[src/rtl/fcp_pkg.sv]
package fcp_pkg;
  typedef enum logic [3:0] {
    ST_IDLE,
    ST_FETCH,
    ST_LOADF,
    ST_CMP,
    ST_PROG,
    ST_POLL,
    ST_CHK,
    ST_ADV,
    ST_RST
  } fcp_state_t;

  localparam logic CMD_PROGRAM = 1'b0;
  localparam logic CMD_RESET   = 1'b1;
  localparam logic [7:0] RESET_CODE = 8'hF0;
endpackage

[src/rtl/fcp_offset_ctr.sv]
module fcp_offset_ctr #(
  parameter int LEN_W  = 16,
  parameter int PROG_W = 8
) (
  input  logic             clk,
  input  logic             rst,
  input  logic             clr,
  input  logic             step,
  output logic [LEN_W-1:0] off,
  output logic             is_last,
  output logic             group_end
);
  always_ff @(posedge clk) begin
    if (rst || clr) off <= '0;
    else if (step)  off <= off + 1'b1;
  end

  assign is_last = &off;

  generate
    if (PROG_W == 0) begin : g_every
      assign group_end = 1'b1;
    end else begin : g_group
      assign group_end = &off[PROG_W-1:0];
    end
  endgenerate
endmodule

[src/rtl/fcp_byte_hold.sv]
module fcp_byte_hold #(
  parameter int DATA_W = 8
) (
  input  logic              clk,
  input  logic              rst,
  input  logic              load,
  input  logic [DATA_W-1:0] din,
  input  logic [DATA_W-1:0] probe,
  output logic [DATA_W-1:0] q,
  output logic              same
);
  always_ff @(posedge clk) begin
    if (rst)       q <= '0;
    else if (load) q <= din;
  end

  assign same = (probe == q);
endmodule

[src/rtl/flash_copy_prog.sv]
module flash_copy_prog
  import fcp_pkg::*;
#(
  parameter int ADDR_W = 24,
  parameter int DATA_W = 8,
  parameter int LEN_W  = 16,
  parameter int PROG_W = 8
) (
  input  logic              clk,
  input  logic              rst,
  input  logic              start,
  input  logic [ADDR_W-1:0] src_base,
  input  logic [ADDR_W-1:0] dst_base,
  output logic              src_rd_en,
  output logic [ADDR_W-1:0] src_rd_addr,
  input  logic [DATA_W-1:0] src_rd_data,
  output logic              fl_rd_en,
  output logic [ADDR_W-1:0] fl_rd_addr,
  input  logic [DATA_W-1:0] fl_rd_data,
  output logic              cmd_valid,
  output logic              cmd_kind,
  output logic [ADDR_W-1:0] cmd_addr,
  output logic [DATA_W-1:0] cmd_data,
  input  logic              cmd_ready,
  input  logic              eng_err,
  output logic              busy,
  output logic              progress,
  output logic              done,
  output logic              err,
  output logic [LEN_W-1:0]  err_offset
);
  localparam logic [DATA_W-1:0] RST_WORD = DATA_W'(RESET_CODE);

  fcp_state_t        st, st_n;
  logic [ADDR_W-1:0] src_q, dst_q, dst_cur;
  logic [LEN_W-1:0]  off;
  logic              is_last, group_end, same;
  logic [DATA_W-1:0] byte_q;
  logic              accept, fail, finish;

  assign accept = (st == ST_IDLE) && start;
  assign fail   = eng_err && ((st == ST_PROG) || (st == ST_POLL) ||
                              (st == ST_CHK)  || (st == ST_RST));
  assign finish = (st == ST_RST) && cmd_ready && !eng_err;

  fcp_offset_ctr #(.LEN_W(LEN_W), .PROG_W(PROG_W)) u_ctr (
    .clk       (clk),
    .rst       (rst),
    .clr       (accept),
    .step      (st == ST_ADV),
    .off       (off),
    .is_last   (is_last),
    .group_end (group_end)
  );

  fcp_byte_hold #(.DATA_W(DATA_W)) u_hold (
    .clk   (clk),
    .rst   (rst),
    .load  (st == ST_LOADF),
    .din   (src_rd_data),
    .probe (fl_rd_data),
    .q     (byte_q),
    .same  (same)
  );

  always_comb begin
    st_n = st;
    unique case (st)
      ST_IDLE:  if (start) st_n = ST_FETCH;
      ST_FETCH: st_n = ST_LOADF;
      ST_LOADF: st_n = ST_CMP;
      ST_CMP:   st_n = same ? ST_ADV : ST_PROG;
      ST_PROG:  if (eng_err) st_n = ST_IDLE;
                else if (cmd_ready) st_n = ST_POLL;
      ST_POLL:  st_n = eng_err ? ST_IDLE : ST_CHK;
      ST_CHK:   if (eng_err) st_n = ST_IDLE;
                else st_n = same ? ST_ADV : ST_POLL;
      ST_ADV:   st_n = is_last ? ST_RST : ST_FETCH;
      ST_RST:   if (eng_err || cmd_ready) st_n = ST_IDLE;
      default:  st_n = ST_IDLE;
    endcase
  end

  always_ff @(posedge clk) begin
    if (rst) begin
      st         <= ST_IDLE;
      src_q      <= '0;
      dst_q      <= '0;
      done       <= 1'b0;
      err        <= 1'b0;
      err_offset <= '0;
      progress   <= 1'b0;
    end else begin
      st       <= st_n;
      progress <= (st == ST_ADV) && group_end;
      if (accept) begin
        src_q      <= src_base;
        dst_q      <= dst_base;
        done       <= 1'b0;
        err        <= 1'b0;
        err_offset <= '0;
      end
      if (finish) done <= 1'b1;
      if (fail) begin
        err        <= 1'b1;
        err_offset <= off;
      end
    end
  end

  assign dst_cur     = dst_q + ADDR_W'(off);
  assign busy        = (st != ST_IDLE);
  assign src_rd_en   = (st == ST_FETCH);
  assign src_rd_addr = src_q + ADDR_W'(off);
  assign fl_rd_en    = (st == ST_LOADF) || (st == ST_POLL);
  assign fl_rd_addr  = dst_cur;
  assign cmd_valid   = (st == ST_PROG) || (st == ST_RST);
  assign cmd_kind    = (st == ST_RST) ? CMD_RESET : CMD_PROGRAM;
  assign cmd_addr    = (st == ST_RST) ? dst_q : dst_cur;
  assign cmd_data    = (st == ST_RST) ? RST_WORD : byte_q;
endmodule


[config.mk]
export PLATFORM = sky130hd
export DESIGN_NAME = flash_copy_prog
export DESIGN_NICKNAME = d
export VERILOG_FILES = /design/src/rtl/fcp_pkg.sv /design/src/rtl/fcp_offset_ctr.sv /design/src/rtl/fcp_byte_hold.sv /design/src/rtl/flash_copy_prog.sv
export SDC_FILE = /design/constraint.sdc
export NUM_CORES = 1
export LEC_CHECK = 0
export BUFFER_PORTS_ARGS = -buffer_cell sky130_fd_sc_hd__buf_2
export CAP_MARGIN = 20
export CORE_MARGIN = 8
export CORE_UTILIZATION = 38
export CTS_CLUSTER_SIZE = 40
export DETAILED_ROUTE_END_ITERATION = 6
export GPL_TIMING_DRIVEN = 0
export HOLD_SLACK_MARGIN = 0.05
export PLACE_DENSITY = 0.66
export SLEW_MARGIN = 20
export SYNTH_ARGS = -nofsm -noshare
export SYNTH_HDL_FRONTEND = slang
export SYNTH_SLANG_ARGS = --single-unit
[constraint.sdc]
create_clock -name clk -period 2.65 [get_ports clk]
set_input_delay 0.265 -clock clk [delete_from_list [all_inputs] [get_ports clk]]
set_output_delay 0.265 -clock clk [all_outputs]
set_load 0.02 [all_outputs]
## Yosys cells after proc, flatten, opt, wreduce, memory -nomap -nowiden

Index checks and enable logic that the tools add are counted.

- Register bits: 95
- Bits of input ports: 69
- Output and inout bits: 104

- Add/subtract/negate cells: 3
- Eq/ne operators: 12
- Multiplexer cells: 18
- Reductions and logical operators: 20

Operator list:

| cell | count |
|---|---|
| 24-bit by 16-bit adder with 24-bit output | 2 |
| 4-bit one-hot mux with 9 select lines | 1 |
| 16-bit 2-to-1 mux | 2 |
| 24-bit 2-to-1 mux | 1 |
| 4-bit 2-to-1 mux | 5 |
| 16-bit by 1-bit adder with 16-bit output (second input constant) | 1 |
| 4-bit by 3-bit equality test with 1-bit output (second input constant) | 4 |
| 16-bit AND reduction | 1 |
| 4-bit by 2-bit equality test with 1-bit output (second input constant) | 2 |
| 8-bit equality test | 1 |
| 8-bit 2-to-1 mux | 1 |
| 8-bit AND reduction | 1 |
| 1-bit logical OR | 7 |
| 3-bit 2-to-1 mux | 2 |
| 1-bit logical AND | 5 |
| 4-bit by 1-bit equality test with 1-bit output (second input constant) | 1 |
| 4-bit equality test (second input constant) | 1 |
| 4-bit logical NOT | 1 |
| 1-bit 2-to-1 mux | 4 |
| 2-bit 2-to-1 mux | 2 |
| 2-bit nonzero test | 2 |
| 4-bit nonzero test | 1 |
| 3-bit != test (second input constant) | 1 |
| 3-bit AND reduction | 1 |
| other kinds (3) | 3 |

## Longest topological paths before layout

Gate-level depths: netlist of run 1.

- Word-level depth: 6
- Gate-level depth with buffers: 9

## By module

Synthesis of run 1 repeated with hierarchy kept, for this count alone.

- Cells, all modules: 748
- Area, all modules: 5880.6 sq um

Modules (own cells, without submodules):

| module | times used | cells an instance | area an instance (sq um) | seq. area each (sq um) |
|---|---|---|---|---|
| flash_copy_prog | 1 | 623 | 4719.5 | 1421.4 |
| fcp_offset_ctr | 1 | 88 | 789.5 | 320.3 |
| fcp_byte_hold | 1 | 37 | 371.6 | 160.2 |

## Worst setup path before layout of run 1

Ideal clock, no wire load.

- Path kind: reg-to-output
- From: register u_ctr.off[0]
- To: output port cmd_addr[14]
- Data arrival time: 2.503 ns
- Path slack: -0.118 ns
- Cell stages (with the launch flop): 10
- Cells stage by stage: dfxtp_1 -> ha_1 -> fa_1 -> a21oi_1 -> o211ai_1 -> a211oi_1 -> o21ai_0 -> xnor2_1 -> nand2_1 -> nand2_1

- Cells in the longest elaborated chain, start to end: 2

Ends and longest elaborated chain:

| item | line | source |
|---|---|---|
| start: declaration | fcp_offset_ctr.sv:9 | `output logic [LEN_W-1:0] off,` |
| start signal: assignment | fcp_offset_ctr.sv:15 | `else if (step) off <= off + 1'b1;` |
| 24-bit by 16-bit adder with 24-bit output | flash_copy_prog.sv:111 | `assign dst_cur = dst_q + ADDR_W'(off);` |
| via fl_rd_addr[14] | flash_copy_prog.sv:18 | `output logic [ADDR_W-1:0] fl_rd_addr,` |
| 24-bit 2-to-1 mux | flash_copy_prog.sv:119 | `assign cmd_addr = (st == ST_RST) ? dst_q : dst_cur;` |
| end: declaration | flash_copy_prog.sv:22 | `output logic [ADDR_W-1:0] cmd_addr,` |

The timed path passes the listed nets, and every way through them passes these cells.

## Worst setup path after layout of run 1

- From: register u_ctr.off[0]
- To: output port cmd_addr[22]

- Cells in the longest elaborated chain, start to end: 2

Ends and longest elaborated chain:

| item | line |
|---|---|
| 24-bit by 16-bit adder with 24-bit output | flash_copy_prog.sv:111 |
| 24-bit 2-to-1 mux | flash_copy_prog.sv:119 |

Every way passes these cells.

==> reports/metrics.yaml, run 1 <==
hold_path:
  min_path_cells: 3
  holdPathEnd: "dst_q[13]$_SDFFE_PP0P_"
  hp-class: "primary input to flip-flop"
  min-delay-start: "dst_base[13]"
clock_tree:
  clock_sinks: 95
  clock_latency_ns: 0.35
  cts_buffers: 9
  clockRootBuffer: "clkbuf_16"
  ctsHoldBuffers: 0
  h-tree-depth: 3
  clk_path_buf_depth: 2
  path_clk_slew_ns: 0.07
  tritoncts: "yes"
logic_synthesis:
  yosysSeqAreaShare: 0.328
  synthAdderAreaFrac: 0.0781
  synth_top_family_by_area: "simple AND/OR/NAND/NOR gates"
  ys_warn_count: 0
  synth_edf_count: 0
  yosys.area_share.simple: 0.240
  synth-xor-area-share: 0.112
  syn_area_um2: 5800
  synth_compound_area_frac: 0.191
  syn-instance-count: 757
  syn_nets: 861
  yosys_register_bits: 95
  synthMuxAreaShare: 0.00950
  async_flop_share: 0
  synth.avg_cell_area_um2: 7.66
  yosysUniqueCellTypes: 63
  synthFlopType: "dfxtp_1"
global_route:
  grt-ovfl-total: 0
  antenna_found_initial: 1
  grt_pass1_wl_um: 32500
  grt_max_degree: 16
  grt_pass1_vias: 6312
  track_usage: 0.208
timing:
  finalSetupViolations: 44
  fin_crit_sh: 1.14
  finalSetupTns_ns: -7.78
  max_slew_margin: 0.536
  min_period_ns: 3.01
  hold_violations: 0
  setup_ws_ns: -0.361
  fmaxAchievable_mhz: 332
  grt_setup_unrepaired: "true"
  worst_pin_slew_ns: 0.694
  finalClockSkew_ns: 0.00618
  slew_violations: 0
worst_setup_path:
  crit_arrival_ns: 2.75
  cp_max_fo: 3
  timing.rr.start: "st[3]$_SDFFE_PP0P_"
  crit_path_top_delay_cell: "fa_2"
  crit_path_max_incr_delay_ns: 0.39
  crit_top_cell: "o211ai_1"
  cp_data_required_time_ns: 2.38
  worstSetupStartpointType: "flip-flop"
  reg2reg_to: "err_offset[12]$_SDFFE_PP0P_"
  r2r_setup_slack_ns: 0.28
  cp-end-kind: "output pin"
  r2r_cells: 9
  cp_top_family: "compound AO/OA/AOI/OAI gates"
  critPathBufInv: 1
  crit_type: "flip-flop to output pin"
  cp_cell_sequence: "ha_4 -> fa_2 -> a21oi_4 -> o211ai_1 -> a211oi_2 -> o21ai_2 -> o211ai_1 -> nor2_1 -> xor2_2 -> buf_6"
pwr:
  sw_frac_of_total: 0.306
  ir_worst_vdd_mv: 0.346
  combPwrFrac: 0.237
  seqPwrFrac: 0.401
  switchingPower_w: 0.00120
  leakage_nw: 4.09
  p_per_area_nw_per_um2: 445
  clockPowerShare: 0.362
  p_int_w: 0.00273
  power.total_w: 0.00393
placed_design:
  dp_hpwl_um: 14500
  dp_slack_ns: -0.623
  dp.cells: 1116
  io_buffers: 171
  gp_congestion: 0.880
cells_and_area:
  area_delta_synth_final_pct: 52.4
  diodes: 0
  regArea_um2: 1960
  fin_nets: 1108
  multiInputGateArea_um2: 4490
  nFillCells: 1340
  drive_gt1_frac: 0.394
  fin_cells: 1196
floorplan:
  fp.dieW_um: 140
  core_area_um2: 15000
  io_pins: 173
  initial_core_util: 0.386
  die_area_um2: 19500
  die_h_um: 140
  rows: 45
route:
  drcViolationCount: 0
  first_iter_violations: 292
  detail_route.wl_per_cell_um: 17.6
  ant_nets: 0
  finalWirelength_um: 21100
  firstDrtPassIters: 5
  via_per_inst: 5.25
  vias: 6279
run_status:
  violations: "setup timing"
  outcome: "finished, violations left"
job:
  maxCapViolations: 0
what timing repair did:
| action | 4_1_cts | 5_1_grt |
|---|---|---|
| endpoints found under the setup margin | 65 | 53 |
| pin swaps | 66 | 34 |
| buffers inserted | 56 | 16 |
| resized for setup | 193 | 51 |
flip-flops by register name, indices dropped and copies added, names as in the netlist:
signal      count
done            1
st              4
dst_q          24
progress        1
u_ctr.off      16
src_q          24
u_hold.q        8
err             1
err_offset     16
worst reg2reg max path, delay by kind of cell (launching register included):
kind / cells / cell delay (ns)
DFF: 1 / 0.30
buffers and inverters: 4 / 1.01
AOI/OAI and AO/OA: 1 / 0.20
and+or+nand+nor: 4 / 0.76
metal layers:
metal	track usage	wire, um	vias to the layer above
li1	-	-	3097
met1	0.242	8730	2869
met2	0.335	9700	251
met3	0.0722	1830	60
met4	0.0988	813	2
met5	0	8	-
per-stage QoR:
step                       util  hold slack (ns)  cell area, um^2
after floorplan               -            0.401             5840
after global placement    0.461            0.449             6930
after detailed placement  0.461            0.454             6930
after CTS                 0.563            0.135             8460
after global routing      0.588            0.146             8840
final                     0.588            0.152             8840
cells in the mapped netlist (7+ instances only):
cell / count / area, um^2
nor2_1: 47 / 176
a21o_1: 8 / 60.1
clkbuf_1: 27 / 101
a21oi_1: 91 / 455
dfxtp_1: 95 / 1900
xnor2_1: 33 / 289
nor2b_1: 9 / 56.3
inv_1: 16 / 60.1
nand4_1: 12 / 75.1
xor2_1: 41 / 359
nand3_1: 18 / 90.1
buf_2: 7 / 35.0
o21ai_0: 15 / 75.1
a22o_1: 16 / 140
nor3_1: 10 / 50.1
nand2_1: 186 / 698
ha_1: 33 / 413
area by class of cell:
class / instances / area share
Multi-Input combinational cell: 603 / 0.508
Sequential cell: 95 / 0.222
Timing Repair Buffer: 239 / 0.179
Clock buffer: 10 / 0.0270
Tap cell: 188 / 0.0266
Buffer: 40 / 0.0217
Clock inverter: 5 / 0.00934
Inverter: 16 / 0.00680
worst max path at each step:
stage | cells past startpoint | startpoint | slack (ns) | endpoint
global placement | 10 | u_ctr.off[0]$_SDFFE_PP0N_ | -0.62 | cmd_addr[22]
floorplan | 9 | u_ctr.off[0]$_SDFFE_PP0N_ | -0.02 | cmd_addr[22]
detailed placement | 10 | u_ctr.off[0]$_SDFFE_PP0N_ | -0.62 | cmd_addr[22]
CTS | 10 | u_ctr.off[0]$_SDFFE_PP0N_ | -0.28 | cmd_addr[22]
finish | 10 | u_ctr.off[0]$_SDFFE_PP0N_ | -0.36 | cmd_addr[22]
global route | 10 | u_ctr.off[0]$_SDFFE_PP0N_ | -0.46 | cmd_addr[22]
placed cells by master (no fill, tap or decap), drive strengths merged, types with 3 or more instances in the layout:
cell and n:
a21oi 91, and2 3, o211ai 6, clkbuf 36, clkinv 3, mux2 4
dfxtp 95, o21bai 5, a21o 8, nand3 19, a31oi 6, and3 5
o21ai 18, buf 253, nor2 47, nor2b 9, o21a 3, xor2 41
nand2 186, nand3b 3, a22o 16, or2 6, nor3 10, inv 16
nand4 13, xnor2 33, ha 33
cells by family after synthesis:
kind of cell,after synthesis
AOI/OAI and AO/OA,175
xor gates and xnor gates,74
adders and majority gates,35
buffers and inverters,59
DFF,95
muxes,5
and+or+nand+nor,314
power by group through the flow:
stage	Clock, W	Combinational, W	Sequential, W
2_1_floorplan	0	0.000527	0.00158
5_1_grt	0.00152	0.00101	0.00159
3_3_place_gp	0	0.000783	0.00160
3_5_place_dp	0	0.000785	0.00160
4_1_cts	0.00144	0.000894	0.00157
6_report	0.00142	0.000933	0.00157
Note: power is estimated with default switching activity, not from simulation.
==> run 2, diff against run 1 <==
--- a/config.mk
+++ b/config.mk
@@ -5,7 +5,7 @@
 export SDC_FILE = /design/constraint.sdc
 export NUM_CORES = 1
 export LEC_CHECK = 0
-export BUFFER_PORTS_ARGS = -buffer_cell sky130_fd_sc_hd__buf_2
+export BUFFER_PORTS_ARGS = -buffer_cell sky130_fd_sc_hd__clkbuf_2
 export CAP_MARGIN = 20
 export CORE_MARGIN = 8
 export CORE_UTILIZATION = 38
==> reports/metrics.yaml, run 2 (synthesized netlist as in run 1, its figures left out) <==
floorplan:
  die_area_um2: 19500
  initial_core_util: 0.386
  die_h_um: 140
  fp.dieW_um: 140
  core_area_um2: 15000
  io_pins: 173
  rows: 45
global_route:
  grt-ovfl-total: 0
  grt_pass1_vias: 6141
  grt_max_degree: 17
  antenna_found_initial: 0
  track_usage: 0.205
  grt_pass1_wl_um: 32100
timing:
  holdWs_ns: 0.127
  finalClockSkew_ns: 0.00850
  fin_crit_sh: 1.16
  min_period_ns: 3.06
  finalSetupViolations: 42
  grt_setup_unrepaired: "true"
  worst_pin_slew_ns: 0.727
  max_slew_margin: 0.514
  fmaxAchievable_mhz: 326
  finalSetupTns_ns: -8.17
  slew_violations: 0
  hold_violations: 0
  setup_ws_ns: -0.414
pwr:
  clockPowerShare: 0.345
  switchingPower_w: 0.00123
  ir_worst_vdd_mv: 0.291
  p_per_area_nw_per_um2: 441
  leakage_nw: 3.98
  combPwrFrac: 0.245
  p_int_w: 0.00262
  sw_frac_of_total: 0.319
  seqPwrFrac: 0.409
  power.total_w: 0.00384
clock_tree:
  tritoncts: "yes"
  clock_sinks: 95
  clock_latency_ns: 0.35
  cts_buffers: 9
  clockRootBuffer: "clkbuf_16"
  ctsHoldBuffers: 0
  clk_path_buf_depth: 2
  path_clk_slew_ns: 0.07
  h-tree-depth: 3
hold_path:
  hp-class: "primary input to flip-flop"
  min-delay-start: "dst_base[10]"
  holdPathEnd: "dst_q[10]$_SDFFE_PP0P_"
  min_path_cells: 3
cells_and_area:
  drive_gt1_frac: 0.389
  multiInputGateArea_um2: 4460
  top_regs: "dst_q: 24 flops, src_q: 24 flops"
  regArea_um2: 1960
  final_cell_mix: "nand2_1 (183), clkbuf_2 (129), a21oi_1 (79)"
  fin_nets: 1095
  nFillCells: 1319
  layout_commonest_cell: "nand2_1"
  fin_cells: 1183
  diodes: 0
  area_delta_synth_final_pct: 50.4
  fin_util: 0.580
worst_setup_path:
  r2r_setup_slack_ns: 0.23
  worstSetupStartpointType: "flip-flop"
  r2r_cells: 9
  cp_data_required_time_ns: 2.38
  reg2reg_to: "err_offset[12]$_SDFFE_PP0P_"
  cp_max_fo: 3
  crit_type: "flip-flop to output pin"
  crit_arrival_ns: 2.80
  cp-end-kind: "output pin"
  timing.rr.start: "st[3]$_SDFFE_PP0P_"
placed_design:
  dp.cells: 1116
  io_buffers: 171
  gp_congestion: 0.889
  dp_hpwl_um: 14600
route:
  ant_nets: 0
  vias: 6221
  finalWirelength_um: 20800
  first_iter_violations: 352
  via_per_inst: 5.26
  firstDrtPassIters: 5
  drcViolationCount: 0
  detail_route.wl_per_cell_um: 17.6
run_status:
  violations: "setup timing"
  outcome: "finished, violations left"
job:
  maxCapViolations: 0
==> run 2: cell types whose count changed in the layout (fill, tap and decap cells not counted), moves of 3 or more <==
cell and delta:
buf_4 -14, buf_2 -125, dfxtp_1 -3, clkbuf_8 +5, o21ai_4 -3, buf_8 +6, buf_6 -12, clkbuf_2 +126
==> run 2: repair_timing <==
item                       4_1_cts  5_1_grt
pin swaps                       47       51
setup endpoints to repair       65       51
resized for setup              190       91
setup buffers                   46       18
==> run 2: power by group through the flow <==
stage / clock network, W / registers (W) / logic, W
global route: 0.00141 / 0.00159 / 0.00102
detailed placement: 0 / 0.00160 / 0.000791
global placement: 0 / 0.00160 / 0.000785
floorplan: 0 / 0.00158 / 0.000527
CTS: 0.00135 / 0.00157 / 0.000901
finish: 0.00133 / 0.00157 / 0.000944
==> run 2: per-stage QoR <==
| stage | setup slack [ns] | cell area, um^2 |
|---|---|---|
| after floorplan | -0.0224 | 5840 |
| after detailed placement | -0.582 | 6930 |
| after CTS | -0.314 | 8400 |
| after global placement | -0.629 | 6930 |
| final | -0.414 | 8720 |
| after global routing | -0.509 | 8720 |
==> run 2: cell type report <==
class,count,share of cell area
Clock inverter,6,0.00789
Multi-Input combinational cell,603,0.512
Inverter,16,0.00689
Buffer,39,0.0207
Clock buffer,9,0.0258
Sequential cell,95,0.225
Tap cell,188,0.0270
Timing Repair Buffer,227,0.175
==> run 2: worst max path at each step <==
| stage | startpoint | slack (ns) | to |
|---|---|---|---|
| after global routing | u_ctr.off[0]$_SDFFE_PP0N_ | -0.51 | fl_rd_addr[22] |
| final | u_ctr.off[0]$_SDFFE_PP0N_ | -0.41 | fl_rd_addr[22] |
| after floorplan | u_ctr.off[0]$_SDFFE_PP0N_ | -0.02 | cmd_addr[22] |
| after global placement | u_ctr.off[0]$_SDFFE_PP0N_ | -0.63 | cmd_addr[22] |
| after detailed placement | u_ctr.off[0]$_SDFFE_PP0N_ | -0.58 | cmd_addr[22] |
| after CTS | u_ctr.off[0]$_SDFFE_PP0N_ | -0.31 | cmd_addr[22] |
==> run 2: routing by layer <==
metal | part of all wire | global-route usage | vias to the layer above
met5 | 0 | 0 | -
met4 | 0.031 | 0.0861 | 0
met3 | 0.078 | 0.0575 | 45
met2 | 0.47 | 0.333 | 251
met1 | 0.42 | 0.249 | 2853
li1 | - | - | 3072
==> run 2: worst max-delay path, cell delays in order (launching register included) <==
cell,delay [ns]
dfxtp_4,0.37
ha_4,0.18
fa_2,0.39
a21oi_4,0.14
o211ai_1,0.16
a211oi_2,0.36
o21ai_2,0.12
o211ai_1,0.29
nor2_1,0.13
xor2_2,0.16
buf_6,0.14
==> run 3, diff against run 2 <==
--- a/config.mk
+++ b/config.mk
@@ -13,7 +13,8 @@
 export DETAILED_ROUTE_END_ITERATION = 6
 export GPL_TIMING_DRIVEN = 0
 export HOLD_SLACK_MARGIN = 0.05
-export PLACE_DENSITY = 0.66
+export PLACE_DENSITY = 0.64
+export RECOVER_POWER = 25
 export SLEW_MARGIN = 20
 export SYNTH_ARGS = -nofsm -noshare
 export SYNTH_HDL_FRONTEND = slang
==> constraint.sdc (replaced) <==
create_clock -name clk -period 3.83 [get_ports clk]
set_input_delay 0.383 -clock clk [delete_from_list [all_inputs] [get_ports clk]]
set_output_delay 0.383 -clock clk [all_outputs]
set_load 0.02 [all_outputs]
==> reports/metrics.yaml, run 3 (synthesized netlist as in run 1, its figures left out) <==
pwr:
  seqPwrFrac: 0.404
  leakage_nw: 3.40
  clockPowerShare: 0.397
  ir_worst_vdd_mv: 0.249
  p_per_area_nw_per_um2: 373
  p_int_w: 0.00188
  switchingPower_w: 0.000801
  combPwrFrac: 0.200
  sw_frac_of_total: 0.299
floorplan:
  core_area_um2: 15000
  die_h_um: 140
  initial_core_util: 0.386
  die_area_um2: 19500
  rows: 45
  fp.dieW_um: 140
  io_pins: 173
cells_and_area:
  final_cell_mix: "nand2_1 (186), clkbuf_2 (149), dfxtp_1 (95)"
  area_delta_synth_final_pct: 24.3
  drive_gt1_frac: 0.202
  diodes: 0
  fin_nets: 1043
  layout_commonest_cell: "nand2_1"
  top_regs: "dst_q: 24 flops, src_q: 24 flops"
clock_tree:
  h-tree-depth: 3
  path_clk_slew_ns: 0.07
  cts_buffers: 9
  clockRootBuffer: "clkbuf_16"
  tritoncts: "yes"
  clk_path_buf_depth: 2
  clock_sinks: 95
  post_cts_buffers: 0
  clock_latency_ns: 0.36
timing:
  fmaxAchievable_mhz: 285
  min_period_ns: 3.51
  grt_setup_unrepaired: "false"
  finalClockSkew_ns: 0.00744
  worst_pin_slew_ns: 1.25
  finalSetupViolations: 0
  fin_crit_sh: 0.916
  hold_violations: 0
  max_slew_margin: 0.154
  setup_ws_ns: 0.320
  slew_violations: 0
  finalSetupTns_ns: 0
hold_path:
  min-delay-start: "src_base[23]"
  holdPathEnd: "src_q[23]$_SDFFE_PP0P_"
  hp-class: "primary input to flip-flop"
  min_path_cells: 3
route:
  ant_nets: 0
  firstDrtPassIters: 4
  vias: 5763
  finalWirelength_um: 18400
  drcViolationCount: 0
  via_per_inst: 5.09
  first_iter_violations: 279
  detail_route.wl_per_cell_um: 16.3
placed_design:
  dp_hpwl_um: 14600
  dp_slack_ns: 0.514
  gp_congestion: 0.907
  io_buffers: 171
global_route:
  grt_pass1_wl_um: 29700
  antenna_found_initial: 0
  grt-ovfl-total: 0
  track_usage: 0.191
  grt_max_degree: 17
  grt_pass1_vias: 5575
worst_setup_path:
  cp_max_fo: 6
  worstSetupStartpointType: "flip-flop"
  r2r_cells: 8
  reg2reg_to: "err_offset[3]$_SDFFE_PP0P_"
  crit_type: "flip-flop to output pin"
  timing.rr.start: "st[2]$_SDFFE_PP0P_"
  crit_arrival_ns: 3.13
  cp_data_required_time_ns: 3.45
  cp-end-kind: "output pin"
  r2r_setup_slack_ns: 1.20
job:
  maxCapViolations: 0
run_status:
  outcome: "finished clean"
-- run 3: cell types whose count changed in the layout (fill, tap and decap cells not counted), sizes merged --
cell / previous run / this run
clkinv: 2 / 1
inv: 18 / 17
buf: 107 / 13
bufinv: 1 / 3
clkbuf: 168 / 211
-- run 3: worst max-delay path by stage --
stage	start	end	slack [ns]	cells past startpoint
floorplan	u_ctr.off[0]$_SDFFE_PP0N_	cmd_addr[14]	0.94	9
global placement	u_ctr.off[0]$_SDFFE_PP0N_	cmd_addr[18]	0.53	10
detailed placement	u_ctr.off[0]$_SDFFE_PP0N_	cmd_addr[18]	0.51	10
CTS	u_ctr.off[0]$_SDFFE_PP0N_	cmd_addr[18]	0.1	10
global route	u_ctr.off[0]$_SDFFE_PP0N_	cmd_addr[22]	0.06	10
finish	u_ctr.off[0]$_SDFFE_PP0N_	cmd_addr[22]	0.32	10
-- run 3: layout make-up --
type / instances / area [um^2]
flip-flops and latches: 95 / 1900
fillers: 1543 / 7830
inverters: 16 / 60.1
repair buffers: 171 / 828
plain buffers: 43 / 173
well taps: 188 / 235
clock buffers: 10 / 239
multi-input cells: 603 / 3650
clock inverters: 6 / 115
-- run 3: layer usage --
layer	up-vias	GRT usage	part of all wire
li1	2972	-	-
met1	2600	0.233	0.44
met2	173	0.305	0.46
met3	18	0.0766	0.082
met4	0	0.0520	0.015
met5	-	0	0
-- run 3: what timing repair did --
| item | 4_1_cts | 5_1_grt |
|---|---|---|
| hold buffers | 0 | 0 |
| gates resized for setup | 0 | 2 |
| setup endpoints to repair | 0 | 4 |
-- run 3: worst max-delay path: stages, from the launching register on --
cell and delay, ns:
dfxtp_1 0.38, ha_1 0.29, fa_1 0.43, a21oi_1 0.26
o211ai_1 0.18, a211oi_2 0.34, o21ai_0 0.21, o211ai_1 0.28
nor2_1 0.09, xor2_1 0.13, clkbuf_2 0.19
-- run 3: stage by stage --
| stage | cell area [um^2] | hold slack [ns] | total power [W] | utilization | instances |
|---|---|---|---|---|---|
| 6_report | 7200 | 0.236 | 0.00268 | 0.479 | 1132 |
| 5_1_grt | 7200 | 0.225 | 0.00282 | 0.479 | 1132 |
| 4_1_cts | 7240 | 0.230 | 0.00272 | 0.482 | 1132 |
| 3_5_place_dp | 6890 | 0.455 | 0.00165 | 0.458 | 1116 |
| 3_3_place_gp | 6890 | 0.450 | 0.00165 | 0.458 | 1116 |
| 2_1_floorplan | 5800 | 0.441 | 0.00145 | - | 757 |
-- run 3: power by group through the flow --
| stage | Combinational [W] | Sequential [W] | Clock [W] |
|---|---|---|---|
| 2_1_floorplan | 0.000361 | 0.00109 | 0 |
| 3_3_place_gp | 0.000541 | 0.00110 | 0 |
| 3_5_place_dp | 0.000544 | 0.00111 | 0 |
| 4_1_cts | 0.000545 | 0.00108 | 0.00109 |
| 5_1_grt | 0.000593 | 0.00109 | 0.00113 |
| 6_report | 0.000536 | 0.00108 | 0.00106 |
